## config.mk

```make
export PLATFORM = sky130hd
export DESIGN_NAME = wdog_rstctl
export DESIGN_NICKNAME = d
export VERILOG_FILES = /design/src/rtl/wdog_pkg.sv /design/src/rtl/wdog_busif.sv /design/src/rtl/wdog_counter.sv /design/src/rtl/wdog_pulse.sv /design/src/rtl/wdog_rststat.sv /design/src/rtl/wdog_rstctl.sv
export SDC_FILE = /design/constraint.sdc
export NUM_CORES = 1
export LEC_CHECK = 0
export ABC_CLOCK_PERIOD_IN_PS = 2550
export BUFFER_PORTS_ARGS = -buffer_cell sky130_fd_sc_hd__buf_4
export CAP_MARGIN = 15
export CORE_MARGIN = 5
export CORE_UTILIZATION = 45
export CTS_BUF_LIST = sky130_fd_sc_hd__clkbuf_4 sky130_fd_sc_hd__clkbuf_8
export CTS_CLUSTER_SIZE = 28
export DETAILED_ROUTE_END_ITERATION = 7
export PLACE_DENSITY = 0.72
export RECOVER_POWER = 100
export SETUP_SLACK_MARGIN = 0.1
export SLEW_MARGIN = 0
export SYNTH_ARGS = -nofsm -noshare
export SYNTH_HDL_FRONTEND = slang
export SYNTH_SLANG_ARGS = --single-unit
```

## constraint.sdc

```tcl
create_clock -name clk -period 2.55 [get_ports clk]
set_clock_uncertainty 0.1 [all_clocks]
set_input_delay 0.51 -clock clk [delete_from_list [all_inputs] [get_ports clk]]
set_output_delay 0.51 -clock clk [all_outputs]
set_load 0.05 [all_outputs]
```

## src/rtl/wdog_pkg.sv

```systemverilog
package wdog_pkg;

    localparam int DATA_W = 16;
    localparam int BYTE_W = 8;
    localparam logic [BYTE_W-1:0] KEY_CNT  = 8'h5A;
    localparam logic [BYTE_W-1:0] KEY_CTRL = 8'hA5;
    localparam int EN_BIT = 5;

    typedef enum logic [1:0] {
        A_KEYED = 2'd0,
        A_COUNT = 2'd1,
        A_RSTAT = 2'd2,
        A_SPARE = 2'd3
    } reg_addr_e;

    typedef struct packed {
        logic              ld_cnt;
        logic              ld_ctrl;
        logic              rs_wr;
        logic              rs_rd;
        logic [BYTE_W-1:0] data;
    } bus_cmd_t;

    typedef struct packed {
        logic flag;
        logic oe;
    } rstat_t;

    function automatic logic [BYTE_W-1:0] rstat_byte(rstat_t s);
        return {s.flag, s.oe, 6'h3F};
    endfunction

endpackage

```

## src/rtl/wdog_busif.sv

```systemverilog
module wdog_busif
    import wdog_pkg::*;
(
    input  logic              blocked,
    input  logic              bus_wr,
    input  logic              bus_rd,
    input  logic [1:0]        bus_addr,
    input  logic [1:0]        bus_be,
    input  logic [DATA_W-1:0] bus_wdata,
    output bus_cmd_t          cmd
);

    always_comb begin
        cmd      = '0;
        cmd.data = bus_wdata[BYTE_W-1:0];
        if (!blocked) begin
            case (reg_addr_e'(bus_addr))
                A_KEYED: begin
                    if (bus_wr && bus_be == 2'b11) begin
                        if (bus_wdata[DATA_W-1:BYTE_W] == KEY_CNT)
                            cmd.ld_cnt = 1'b1;
                        else if (bus_wdata[DATA_W-1:BYTE_W] == KEY_CTRL)
                            cmd.ld_ctrl = 1'b1;
                    end
                end
                A_RSTAT: begin
                    cmd.rs_wr = bus_wr && bus_be[0];
                    cmd.rs_rd = bus_rd;
                end
                default: ;
            endcase
        end
    end

endmodule

```

## src/rtl/wdog_counter.sv

```systemverilog
module wdog_counter
    import wdog_pkg::*;
#(
    parameter int CNT_W = 8
) (
    input  logic              clk,
    input  logic              rst,
    input  logic              clr,
    input  logic              tick,
    input  logic              ld_cnt,
    input  logic              ld_ctrl,
    input  logic [BYTE_W-1:0] data,
    output logic [CNT_W-1:0]  cnt,
    output logic [BYTE_W-1:0] ctrl,
    output logic              ovf
);

    localparam logic [CNT_W-1:0] CNT_TOP = {CNT_W{1'b1}};

    logic run;
    assign run = tick && ctrl[EN_BIT] && !clr;
    assign ovf = run && !ld_cnt && (cnt == CNT_TOP);

    always_ff @(posedge clk) begin
        if (rst || clr) begin
            cnt  <= '0;
            ctrl <= '0;
        end else begin
            if (ld_ctrl)
                ctrl <= data;
            if (ld_cnt)
                cnt <= CNT_W'(data);
            else if (run)
                cnt <= cnt + 1'b1;
        end
    end

    assert_cnt_step_R4: assert property (@(posedge clk) disable iff (rst)
        (run && !ld_cnt) |=> cnt == CNT_W'($past(cnt) + 1'b1));

endmodule

```

## src/rtl/wdog_pulse.sv

```systemverilog
module wdog_pulse #(
    parameter int LEN = 16
) (
    input  logic clk,
    input  logic rst,
    input  logic start,
    output logic active
);

    localparam int CW = $clog2(LEN + 1);

    logic [CW-1:0] remain;

    always_ff @(posedge clk) begin
        if (rst)
            remain <= '0;
        else if (start)
            remain <= CW'(LEN);
        else if (remain != '0)
            remain <= remain - 1'b1;
    end

    assign active = (remain != '0);

endmodule

```

## src/rtl/wdog_rststat.sv

```systemverilog
module wdog_rststat
    import wdog_pkg::*;
(
    input  logic   clk,
    input  logic   rst,
    input  logic   set,
    input  logic   wr,
    input  logic   rd,
    input  logic   w_flag,
    input  logic   w_oe,
    output rstat_t st
);

    logic armed;

    always_ff @(posedge clk) begin
        if (rst) begin
            st    <= '0;
            armed <= 1'b0;
        end else begin
            if (wr) begin
                st.oe <= w_oe;
                armed <= 1'b0;
                if (armed && !w_flag)
                    st.flag <= 1'b0;
            end else if (rd && st.flag) begin
                armed <= 1'b1;
            end
            if (set)
                st.flag <= 1'b1;
        end
    end

    assert_flag_clear_R7: assert property (@(posedge clk) disable iff (rst)
        $fell(st.flag) |-> ($past(armed) && $past(wr) && !$past(w_flag)));

endmodule

```

## src/rtl/wdog_rstctl.sv

```systemverilog
module wdog_rstctl
    import wdog_pkg::*;
#(
    parameter int CNT_W     = 8,
    parameter int PULSE_LEN = 16
) (
    input  logic        clk,
    input  logic        rst,
    input  logic        tick,
    input  logic        bus_wr,
    input  logic        bus_rd,
    input  logic [1:0]  bus_addr,
    input  logic [1:0]  bus_be,
    input  logic [15:0] bus_wdata,
    output logic [15:0] bus_rdata,
    output logic        chip_rst,
    output logic        ext_rst_n
);

    localparam int HOLD_W = $clog2(PULSE_LEN + 2);

    bus_cmd_t          cmd;
    logic [CNT_W-1:0]  cnt;
    logic [BYTE_W-1:0] ctrl;
    logic              ovf;
    rstat_t            st;

    wdog_busif u_busif (
        .blocked   (chip_rst),
        .bus_wr    (bus_wr),
        .bus_rd    (bus_rd),
        .bus_addr  (bus_addr),
        .bus_be    (bus_be),
        .bus_wdata (bus_wdata),
        .cmd       (cmd)
    );

    wdog_counter #(.CNT_W(CNT_W)) u_counter (
        .clk     (clk),
        .rst     (rst),
        .clr     (chip_rst),
        .tick    (tick),
        .ld_cnt  (cmd.ld_cnt),
        .ld_ctrl (cmd.ld_ctrl),
        .data    (cmd.data),
        .cnt     (cnt),
        .ctrl    (ctrl),
        .ovf     (ovf)
    );

    wdog_pulse #(.LEN(PULSE_LEN)) u_pulse (
        .clk    (clk),
        .rst    (rst),
        .start  (ovf),
        .active (chip_rst)
    );

    wdog_rststat u_rststat (
        .clk    (clk),
        .rst    (rst),
        .set    (ovf),
        .wr     (cmd.rs_wr),
        .rd     (cmd.rs_rd),
        .w_flag (cmd.data[7]),
        .w_oe   (cmd.data[6]),
        .st     (st)
    );

    assign ext_rst_n = !(chip_rst && st.oe);

    always_comb begin
        case (reg_addr_e'(bus_addr))
            A_KEYED: bus_rdata = {8'h00, ctrl};
            A_COUNT: bus_rdata = {8'h00, 8'(cnt)};
            A_RSTAT: bus_rdata = {8'h00, rstat_byte(st)};
            default: bus_rdata = '0;
        endcase
    end

    // Length of the current chip_rst run, used to check the pulse width.
    logic [HOLD_W-1:0] hold_cnt;
    always_ff @(posedge clk) begin
        if (rst || !chip_rst)
            hold_cnt <= '0;
        else if (hold_cnt != '1)
            hold_cnt <= hold_cnt + 1'b1;
    end

    assert_pulse_len_R5: assert property (@(posedge clk) disable iff (rst)
        $fell(chip_rst) |-> hold_cnt == HOLD_W'(PULSE_LEN));

    assert_ovf_flag_R6: assert property (@(posedge clk) disable iff (rst)
        ovf |=> (st.flag && chip_rst));

    assert_status_hold_R11: assert property (@(posedge clk) disable iff (rst)
        chip_rst |=> $stable(st));

    assert_ignore_partial_R3: assert property (@(posedge clk) disable iff (rst)
        (bus_wr && bus_addr == 2'd0 && bus_be != 2'b11 && !chip_rst && !ovf)
        |=> $stable(ctrl));

endmodule

```

======== Word-level counts from Yosys, hierarchy flattened ========
Index checks and enable logic that the tools add are counted.
W data, S select, Z words.
word-level totals
  bits in registers ....................... 24
  logic and storage cells ................. 53
  bits of input ports ..................... 25
operators by class
  eq/ne operators ......................... 6
  mux-type cells .......................... 15
  add/subtract/negate cells ............... 2
  reduce and logical (&&, ||, !) cells .... 23
operator list
  kind                   number
  $pmux W8 S3            1
  $eq A8 B8 Y1 const B   2
  $mux W8                2
  $mux W5                2
  $logic_and A1 B1 Y1    9
  $add A8 B1 Y8 const B  1
  $eq A8 B7 Y1 const B   1
  $mux W2                4
  $reduce_bool A2 Y1     4
  $mux W1                5
  $reduce_bool A5 Y1     1
  $sub A5 B1 Y5 const B  1
  $eq A2 B2 Y1 const B   2
  $logic_not A1 Y1       4
  $mux W4                1
  $reduce_or A2 Y1       2
  $eq A2 B1 Y1 const B   1
  $logic_not A2 Y1       1
  $reduce_and A2 Y1      1
  $logic_or A1 B1 Y1     1

======== Depth between registers and ports, before layout ========
Gate-level depths: netlist of run 1.
  depth after elaboration ................. 11
  depth in mapped cells ................... 8
  mapped depth without buffers ............ 7

======== By module ========
From an unflattened synthesis of run 1, not the netlist that was laid out.
unflattened totals
  cells, all modules ...................... 163
  area, all modules ....................... 1450.1 µm²
by module, submodules not included
  module        instances  cells an instance  area each (µm²)
  wdog_counter  1          80                 738.2
  wdog_rstctl   1          30                 227.7
  wdog_pulse    1          24                 222.7
  wdog_busif    1          19                 151.4
  wdog_rststat  1          10                 110.1

======== Least setup slack after synthesis of run 1 ========
No wires, ideal clock.
  path kind ............................... in2out
  start point ............................. in bus_addr[0]
  end point ............................... out bus_rdata[6]
  slack ................................... -24 ps
  required time ........................... 1940 ps
  buffers on the path ..................... 1
  stages on the path ...................... 3
  arrival ................................. 1964 ps
  cells stage by stage .................... clkbuf_1 -> mux2i_1 -> o21ai_0
on the way
  word-level cells in the longest chain between the ends .. 2
  elaborated cells between the ends (all ways) .. 4
RTL lines
  item                                  RTL line           source
  start: declaration                    wdog_rstctl.sv:12  input logic [1:0] bus_addr,
  $eq A2 B2 Y1 (tied with other cells)  wdog_rstctl.sv:72  case (reg_addr_e'(bus_addr))
  $pmux W8 S3 *                         wdog_rstctl.sv:72
  end: declaration                      wdog_rstctl.sv:15  output logic [15:0] bus_rdata,
Every way passes the cells marked *; elsewhere a longest branch is shown, timed or not.

======== Final worst setup path of run 1 ========
  start point ............................. reg u_pulse.remain[0]
  end point ............................... out ext_rst_n
on the way
  word-level cells in the longest chain between the ends .. 3
RTL lines
  item                      RTL line           source
  start: declaration        wdog_pulse.sv:12   logic [CW-1:0] remain;
  start signal: assignment  wdog_pulse.sv:18   remain <= CW'(LEN);
  start signal: assignment  wdog_pulse.sv:20   remain <= remain - 1'b1;
  $reduce_bool A5 Y1        wdog_pulse.sv:23   assign active = (remain != '0);
  $logic_and A1 B1 Y1       wdog_rstctl.sv:69  assign ext_rst_n = !(chip_rst && st.oe);
  $logic_not A1 Y1          wdog_rstctl.sv:69
  end: declaration          wdog_rstctl.sv:17  output logic ext_rst_n
Every way passes these cells.

==> impl_metrics.env, run 1 <==
export IMPL_outcome="finished clean"
export IMPL_postLayoutCellArea_um2=1670
export IMPL_path_clk_slew_ns=0.14
export IMPL_layout_drive_gt1_share_pct=18.4
export IMPL_area_growth_syn_to_layout_pct=20.0
export IMPL_internal_power_w=0.000768
export IMPL_cap_violations=0
export IMPL_htree_levels=1
export IMPL_comb_power_share_pct=42.4
export IMPL_cts_path_max_buffers=2
export IMPL_start_kind="register"
export IMPL_drt_vias_per_instance=5.62
export IMPL_setup_violations=0
export IMPL_cts_hold_buf=0
export IMPL_fin_crit_ns=2.33
export IMPL_drtAntennaViolNets=0
export IMPL_crit_family="buffers and inverters"
export IMPL_grt_max_degree=17
export IMPL_cp_end_kind="output pin"
export IMPL_power_density_nw_per_um2=753
export IMPL_wl_per_cell_um=14.9
export IMPL_min_path_type="primary input to register"
export IMPL_path_cells="inv_1 > ha_1 > nor4b_4 > inv_1 > nand2_1 > buf_4"
export IMPL_fin_crit_sh_pct=91.4
export IMPL_fp_row_count=20
export IMPL_core_area_um2=3000
export IMPL_placed_cell_area_um2=1640
export IMPL_path_common_cell="inv_1"
export IMPL_timing_worst_slew_pin_value_ns=0.611
export IMPL_die_x_um=65.6
export IMPL_drc=0
export IMPL_fin_util_pct=55.5
export IMPL_path_buf_inv=3
export IMPL_drt_pass1_iterations=6
export IMPL_top_usage_layer="met2"
export IMPL_syn_inst=174
export IMPL_synth_area_um2=1390
export IMPL_layout_common_cells="30 x buf_4, 24 x dfxtp_1, 15 x a21oi_1, 13 x nand2_1"
export IMPL_drv_slew=0
export IMPL_ir_worst_vdd_v=0.000261
export IMPL_switchingPower_w=0.000488
export IMPL_hold_slack_ns=0.320
export IMPL_ys_seq_area_share_pct=34.6
export IMPL_start_util_pct=46.3
export IMPL_diodes=0
export IMPL_drt_iter0_drc=45
export IMPL_grt_use_met3_pct=2.39
export IMPL_p_clk_share_pct=22.7
export IMPL_io_pins=43
export IMPL_die_area_um2=4300
export IMPL_post_cts_resized=0
export IMPL_met1_usage_pct=20.0
export IMPL_cts_tree="yes"
export IMPL_wl_um=3570
export IMPL_grt_use_total_pct=17.4
export IMPL_cp_slowest_cell="dfxtp_1"
export IMPL_hpwl_um=2900
export IMPL_antenna_found_initial=0
export IMPL_setup_tns_ns=0
export IMPL_timing_worst_setup_path_type="register to output pin"
export IMPL_mostFrequentLayoutCell="buf_4"
export IMPL_cp_required_ns=1.94
export IMPL_grt_pass1_vias=1302
export IMPL_insertion_delay_ns=0.33
export IMPL_num_vias=1343
export IMPL_pre_cts_ws_ns=0.342
export IMPL_grt_pass1_wl_um=5910
export IMPL_critPathMaxFanout=9
export IMPL_hold_viol=0
export IMPL_place_gp_congestion=0.863
export IMPL_use_met2_pct=32.9
export IMPL_fin_nets=234
export IMPL_postSynthAreaPerCell_um2=7.99
export IMPL_rsz0062_at_grt="false"
export IMPL_synth_seq_cells=24
export IMPL_yosys_cell_types_count=35
export IMPL_overflow=0
export IMPL_io_buffers=34
export IMPL_numCtsBuffers=3
export IMPL_fmax_mhz=429
export IMPL_die_h_um=65.6
export IMPL_clock_root_buffer="clkbuf_4"
export IMPL_swShare_pct=38.9
export IMPL_p_leak_nw=0.620
export IMPL_synth_top_cells_by_area="dfxtp_1 35%, o21ai_0 6.1%, a21oi_1 5.4%"
export IMPL_cts_setup_buffers=1
export IMPL_critPathMaxStageDelay_ns=0.35
export IMPL_fillers=291
export IMPL_setup_ws_ns=0.219
export IMPL_clock_sinks=24
export IMPL_yosys_warnings=0
export IMPL_seqPwrFrac_pct=34.9
export IMPL_synth_top_area_share_pct=34.6
export IMPL_slew_headroom_pct=59.5
export IMPL_yosys_area_top_type="dfxtp_1"
export IMPL_crit_arrival_ns=1.72
[worst reg2reg max path: stages (launching register included)]
cell and delay, ns:
dfxtp_1 0.35, inv_1 0.09, ha_1 0.21, nor4b_4 0.22
clkbuf_1 0.23, buf_4 0.18, nand4_2 0.13, or2_2 0.41
a211oi_1 0.27
[kinds of logic (layout without fill, tap and decap cells)]
logic type,after synthesis,in the layout,synth area share [%]
AND/OR/NAND/NOR,67,67,26.7
AO/OA/AOI/OAI,44,44,19.1
flip-flops,24,24,34.6
buffers and inverters,22,47,8.37
XOR/XNOR,10,10,6.30
multiplexers,4,4,2.88
adder cells (fa/ha/maj),2,2,1.80
other,1,8,0.270
[final cells by class]
cell class	count	area, µm²	share of cell area [%]
Clock buffer	3	22.5	1.35
Clock inverter	1	30.0	1.80
Inverter	4	15.0	0.900
Multi-Input combinational cell	135	820	49.1
Sequential cell	24	480	28.8
Tap cell	33	41.3	2.48
Timing Repair Buffer	39	259	15.5
[synthesized netlist by cell type, drive strengths merged]
master	count
nand2	13
conb	1
o31ai	5
or2	1
a21oi	15
or4b	1
buf	12
nor2b	4
xor2	4
clkbuf	6
xnor2	6
nor4b	3
nand4	5
a41o	1
o2111ai	1
nand2b	2
dfxtp	24
and4	3
o21ai	17
and3	1
a2111oi	1
ha	2
o2111a	1
inv	4
nor3	9
a211oi	3
nand3	12
nor3b	1
nor2	12
mux2i	4
[flip-flops by register name, summed over array words and instances (netlist names)]
signal,cells
u_pulse.remain,5
u_counter.ctrl,8
u_rststat.armed,1
u_rststat.st,2
u_counter.cnt,8
[worst paths after layout]
| kind | start | end | slack, ns | cells after the start |
|---|---|---|---|---|
| worst max register to register | u_pulse.remain[0]$_SDFFE_PP0P_ | u_counter.cnt[0]$_SDFFE_PP0P_ | 0.28 | 8 |
| worst max-delay path | u_pulse.remain[0]$_SDFFE_PP0P_ | ext_rst_n | 0.22 | 6 |
| worst min-delay path | rst | u_pulse.remain[4]$_SDFFE_PP0P_ | 0.32 | 2 |
| worst min register to register | u_counter.ctrl[6]$_SDFFE_PP0P_ | u_counter.ctrl[6]$_SDFFE_PP0P_ | 0.39 | 2 |
[routing by layer]
layer,routed length [µm],vias up
li1,-,673
met1,1410,624
met2,1890,42
met3,209,4
met4,49,0
met5,0,-
[power groups by stage]
stage / combinational (W) / sequential (W) / clock (W)
2_1_floorplan: 0.000393 / 0.000440 / 0
3_3_place_gp: 0.000518 / 0.000444 / 0
5_1_grt: 0.000578 / 0.000443 / 0.000299
4_1_cts: 0.000557 / 0.000438 / 0.000288
6_report: 0.000533 / 0.000438 / 0.000285
3_5_place_dp: 0.000533 / 0.000447 / 0
[per-stage QoR]
| stage | std cells | power, W |
|---|---|---|
| detailed placement | 234 | 0.000980 |
| CTS | 239 | 0.00128 |
| global route | 239 | 0.00132 |
| finish | 239 | 0.00126 |
| floorplan | 181 | 0.000833 |
| global placement | 234 | 0.000962 |
Power figures use the tool's default switching activity.
==> inputs of run 2 (changes only) <==
==> constraint.sdc (replaced) <==
create_clock -name clk -period 2.55 [get_ports clk]
set_clock_uncertainty 0.1 [all_clocks]
set_input_delay 0 -clock clk [delete_from_list [all_inputs] [get_ports clk]]
set_output_delay 0 -clock clk [all_outputs]
set_load 0.05 [all_outputs]
==> run 2 against run 1 <==
  * Routed wire length rose by 0.45%
  * Cell area rose by 6.6%
  * Die area did not move
  * Non-clock buffer count increased by 13
  * Critical endpoint is now u_pulse.remain[1]$_SDFFE_PP0P_
  * Flip-flop and latch count stayed put
  * Worst hold slack worse by 0.29 ns
  * Utilization rose by 3.7 points
  * Worst setup slack gained 0.12 ns
==> impl_metrics.env, run 2 (synthesis results as in run 1) <==
export IMPL_die_area_um2=4300
export IMPL_place_gp_congestion=0.854
export IMPL_drtAntennaViolNets=0
export IMPL_layout_common_cells="27 x buf_4, 24 x dfxtp_1, 17 x o21ai_0, 15 x a21oi_1, 13 x nand2_1"
export IMPL_numCtsBuffers=3
export IMPL_clock_sinks=24
export IMPL_post_cts_resized=0
export IMPL_die_h_um=65.6
export IMPL_die_x_um=65.6
export IMPL_setup_violations=0
export IMPL_area_growth_syn_to_layout_pct=27.9
export IMPL_drt_pass1_iterations=4
export IMPL_grt_use_total_pct=18.0
export IMPL_drc=0
export IMPL_cp_required_ns=2.65
export IMPL_fmax_mhz=453
export IMPL_drt_iter0_drc=59
export IMPL_fin_crit_sh_pct=86.6
export IMPL_total_power_w=0.00129
export IMPL_drt_vias_per_instance=5.62
export IMPL_io_buffers=34
export IMPL_power_density_nw_per_um2=727
export IMPL_pre_cts_ws_ns=0.344
export IMPL_timing_worst_slew_pin_value_ns=0.617
export IMPL_wl_per_cell_um=14.2
export IMPL_htree_levels=1
export IMPL_grt_pass1_vias=1340
export IMPL_num_vias=1417
export IMPL_grt_max_degree=18
export IMPL_crit_arrival_ns=2.31
export IMPL_fillers=290
export IMPL_fin_nets=247
export IMPL_cp_end_kind="register"
export IMPL_largestRegisters="u_counter.cnt (8), u_counter.ctrl (8), u_pulse.remain (5)"
export IMPL_hpwl_um=2720
export IMPL_ir_worst_vdd_v=0.000362
export IMPL_placed_cell_area_um2=1630
export IMPL_overflow=0
export IMPL_outcome="finished clean"
export IMPL_grt_pass1_wl_um=6090
export IMPL_slew_headroom_pct=59.1
export IMPL_cts_path_max_buffers=2
export IMPL_cap_violations=0
export IMPL_clock_root_buffer="clkbuf_4"
export IMPL_hold_viol=0
export IMPL_core_area_um2=3000
export IMPL_wl_um=3580
export IMPL_p_leak_nw=0.657
export IMPL_drv_slew=0
export IMPL_postLayoutCellArea_um2=1780
export IMPL_antenna_found_initial=0
export IMPL_layout_drive_gt1_share_pct=16.9
export IMPL_mostFrequentLayoutCell="buf_4"
export IMPL_fp_row_count=20
export IMPL_min_path_type="primary input to register"
export IMPL_io_pins=43
export IMPL_insertion_delay_ns=0.32
export IMPL_path_clk_slew_ns=0.14
export IMPL_critPathMaxFanout=4
export IMPL_setup_tns_ns=0
export IMPL_fin_crit_ns=2.21
export IMPL_timing_worst_setup_path_type="register to register"
export IMPL_rsz0062_at_grt="false"
export IMPL_setup_ws_ns=0.342
export IMPL_start_util_pct=46.3
export IMPL_diodes=0
export IMPL_cts_tree="yes"
export IMPL_start_kind="register"
-- run 2: cell types whose count changed in the layout (fill, tap and decap cells not counted), moves of 2 or more --
cell           change
o21ai_1            -8
clkbuf_4           +2
o21ai_0            +8
buf_4              -3
dlygate4sd3_1     +12
-- run 2: critical path, stage by stage (launching register included) --
cell and delay [ns]:
dfxtp_1 0.34, inv_1 0.08, ha_1 0.21, nor4b_4 0.29, clkbuf_1 0.20, nand4_1 0.16, o2111a_1 0.31, a2111oi_1 0.41
-- run 2: final timing paths --
path	start	endpoint	slack (ns)	depth (start not counted)
hold / removal	bus_wr	u_rststat.st[0]$_SDFFE_PP0P_	0.03	4
setup reg to reg	u_pulse.remain[0]$_SDFFE_PP0P_	u_pulse.remain[1]$_SDFFE_PP0P_	0.34	7
hold reg to reg	u_counter.ctrl[2]$_SDFFE_PP0P_	u_counter.ctrl[2]$_SDFFE_PP0P_	0.40	2
setup / recovery	u_pulse.remain[0]$_SDFFE_PP0P_	u_pulse.remain[1]$_SDFFE_PP0P_	0.34	7
-- run 2: repair_timing --
item                                    CTS  global route
endpoints found under the setup margin    0             1
hold buffers                             12             0
endpoints found under the hold margin    24             0
buffers inserted                          0             3
-- run 2: layer usage --
| metal | up-vias | global-route usage (%) | wire [µm] | share of wire, % |
|---|---|---|---|---|
| met5 | - | 0 | 0 | 0 |
| li1 | 696 | - | - | - |
| met4 | 0 | 6.74 | 53 | 1.5 |
| met3 | 5 | 1.20 | 172 | 4.8 |
| met1 | 664 | 22.4 | 1500 | 42 |
| met2 | 52 | 32.2 | 1850 | 52 |
-- run 2: final cells by class --
class | count | area (µm²) | area share [%]
multi-input combinational | 135 | 808 | 45.5
sequential | 24 | 480 | 27.0
timing repair buffer | 52 | 380 | 21.4
tap | 33 | 41.3 | 2.32
clock inverter | 1 | 30.0 | 1.69
clock buffer | 3 | 22.5 | 1.27
inverter | 4 | 15.0 | 0.844
-- run 2: report_power, final --
part           switching, W  total [W]  internal [W]
sequential        0.0000305   0.000436      0.000405
clock              0.000118   0.000277      0.000159
combinational      0.000341   0.000579      0.000238
total              0.000490    0.00129      0.000802
-- run 2: through the flow --
step	utilization (%)	hold WS (ns)	cells
2_1_floorplan	-	0.0439	181
4_1_cts	60.2	0.0317	249
3_3_place_gp	54.4	0.158	233
5_1_grt	59.2	0.0716	252
6_report	59.2	0.0341	252
3_5_place_dp	54.4	0.159	233
==> inputs of run 3 (changes only) <==
Settings changed: PLACE_DENSITY 0.72 to 0.8.
==> run 3 against run 2 <==
  * Via count shrank 0.99%
  * Global-route usage shrank 0.52 points
  * Sequential share of layout area grew 0.56 points
  * Clock power shrank 26%
  * Cell area shrank 2.0%
  * Routed wire length is essentially flat
  * Worst setup slack gained 0.049 ns
  * Flip-flop and latch count is the same
  * Critical path depth grew 1
  * Power shrank 9.6%
  * Largest cell class unchanged
==> impl_metrics.env, run 3 (synthesis results as in run 1) <==
export IMPL_layout_drive_gt1_share_pct=15.7
export IMPL_setup_violations=0
export IMPL_ff2ff_path_depth=8
export IMPL_core_area_um2=3000
export IMPL_min_path_type="primary input to register"
export IMPL_clock_root_buffer="clkbuf_4"
export IMPL_drt_pass1_iterations=4
export IMPL_rsz0062_at_grt="false"
export IMPL_total_power_w=0.00117
export IMPL_largestRegisters="u_counter.cnt (8), u_counter.ctrl (8), u_pulse.remain (5)"
export IMPL_ir_worst_vdd_v=0.000337
export IMPL_pre_cts_ws_ns=0.412
export IMPL_whs_path_depth=4
export IMPL_outcome="finished clean"
export IMPL_die_x_um=65.6
export IMPL_crit_arrival_ns=2.27
export IMPL_antenna_found_initial=0
export IMPL_cp_end_kind="register"
export IMPL_timing_worst_slew_pin_value_ns=0.614
export IMPL_r2r_start="u_pulse.remain[0]$_SDFFE_PP0P_"
export IMPL_hold_viol=0
export IMPL_htree_levels=1
export IMPL_wl_um=3580
export IMPL_clock_sinks=24
export IMPL_critPathMaxFanout=17
export IMPL_diodes=0
export IMPL_fin_nets=245
export IMPL_ff_latch_area_um2=480
export IMPL_min_to="u_rststat.st[0]$_SDFFE_PP0P_"
export IMPL_drt_vias_per_instance=5.61
export IMPL_slew_headroom_pct=59.2
export IMPL_layout_common_cells="28 x buf_4, 24 x dfxtp_1, 17 x o21ai_0, 15 x a21oi_1, 13 x nand2_1"
export IMPL_setup_tns_ns=0
export IMPL_hpwl_um=2630
export IMPL_hp_start="bus_be[0]"
export IMPL_cts_tree="yes"
export IMPL_drv_slew=0
export IMPL_insertion_delay_ns=0.32
export IMPL_cp_required_ns=2.66
export IMPL_rr_endpoint="u_counter.cnt[7]$_SDFFE_PP0P_"
export IMPL_grt_max_degree=18
export IMPL_drtAntennaViolNets=0
export IMPL_mostFrequentLayoutCell="buf_4"
export IMPL_die_area_um2=4300
export IMPL_post_cts_resized=0
export IMPL_r2r_slack_ns=0.39
export IMPL_path_clk_slew_ns=0.13
export IMPL_fp_row_count=20
export IMPL_grt_pass1_vias=1245
export IMPL_io_pins=43
export IMPL_fmax_mhz=463
export IMPL_num_vias=1403
export IMPL_drt_iter0_drc=80
export IMPL_cap_violations=0
export IMPL_grt_use_total_pct=17.5
export IMPL_setup_ws_ns=0.391
export IMPL_fin_crit_ns=2.16
export IMPL_wl_per_cell_um=14.3
export IMPL_place_gp_congestion=0.776
export IMPL_fin_crit_sh_pct=84.7
export IMPL_cts_path_max_buffers=2
export IMPL_grt_pass1_wl_um=5910
export IMPL_fillers=278
export IMPL_multiInputGateArea_um2=807
export IMPL_area_growth_syn_to_layout_pct=25.3
export IMPL_placed_cell_area_um2=1630
export IMPL_fin_util_pct=58.0
export IMPL_postLayoutCellArea_um2=1740
export IMPL_die_h_um=65.6
export IMPL_power_density_nw_per_um2=671
export IMPL_timing_worst_setup_path_type="register to register"
export IMPL_start_kind="register"
export IMPL_overflow=0
export IMPL_start_util_pct=46.3
export IMPL_drc=0
export IMPL_io_buffers=34
export IMPL_p_leak_nw=0.639
export IMPL_numCtsBuffers=3
## run 3: final cells by class
type,instances,area share [%]
multi-input cells,135,46.3
flip-flops and latches,24,27.6
repair buffers,50,20.8
well taps,33,2.37
clock buffers,4,2.08
inverters,4,0.862
## run 3: metal layers
layer	vias up	wire (µm)	global-route usage [%]
met3	6	240	2.39
met2	64	1850	29.2
met4	0	45	4.92
li1	691	-	-
met1	642	1450	23.4
met5	-	0	0
## run 3: how the worst max path moves through the flow
stage / slack, ns / end / from / depth (start not counted)
detailed placement: 0.41 / u_counter.cnt[1]$_SDFFE_PP0P_ / u_pulse.remain[0]$_SDFFE_PP0P_ / 7
floorplan: 0.53 / u_counter.cnt[7]$_SDFFE_PP0P_ / u_pulse.remain[0]$_SDFFE_PP0P_ / 7
CTS: 0.30 / u_rststat.armed$_SDFFE_PP0P_ / u_pulse.remain[0]$_SDFFE_PP0P_ / 8
global placement: 0.49 / u_pulse.remain[0]$_SDFFE_PP0P_ / u_pulse.remain[0]$_SDFFE_PP0P_ / 7
finish: 0.39 / u_counter.cnt[7]$_SDFFE_PP0P_ / u_pulse.remain[0]$_SDFFE_PP0P_ / 8
global route: 0.18 / ext_rst_n / u_pulse.remain[0]$_SDFFE_PP0P_ / 7
## run 3: report_power, final
part	total, W	switching [W]	internal, W	leakage [nW]
clock network	0.000204	0.000117	0.0000873	0.0210
logic	0.000525	0.000321	0.000204	0.424
registers	0.000439	0.0000340	0.000405	0.194
## run 3: critical path, cell delays in order, from the launching register on
cell and delay [ns]:
dfxtp_1 0.34, inv_1 0.09, ha_1 0.21, nor4b_4 0.22, buf_4 0.19, nand4_1 0.14, clkbuf_1 0.31, o31ai_1 0.39
a21oi_1 0.07
## run 3: per-stage QoR
stage / cells / hold slack [ns]
2_1_floorplan: 181 / 0.0439
3_3_place_gp: 233 / 0.154
3_5_place_dp: 233 / 0.161
4_1_cts: 248 / 0.00953
5_1_grt: 250 / 0.0330
6_report: 250 / 0.0127
## run 3: repair_timing
item / CTS / global route
setup buffers: 0 / 2
setup endpoints to repair: 0 / 1
hold endpoints to repair: 24 / 0
hold buffers: 11 / 0
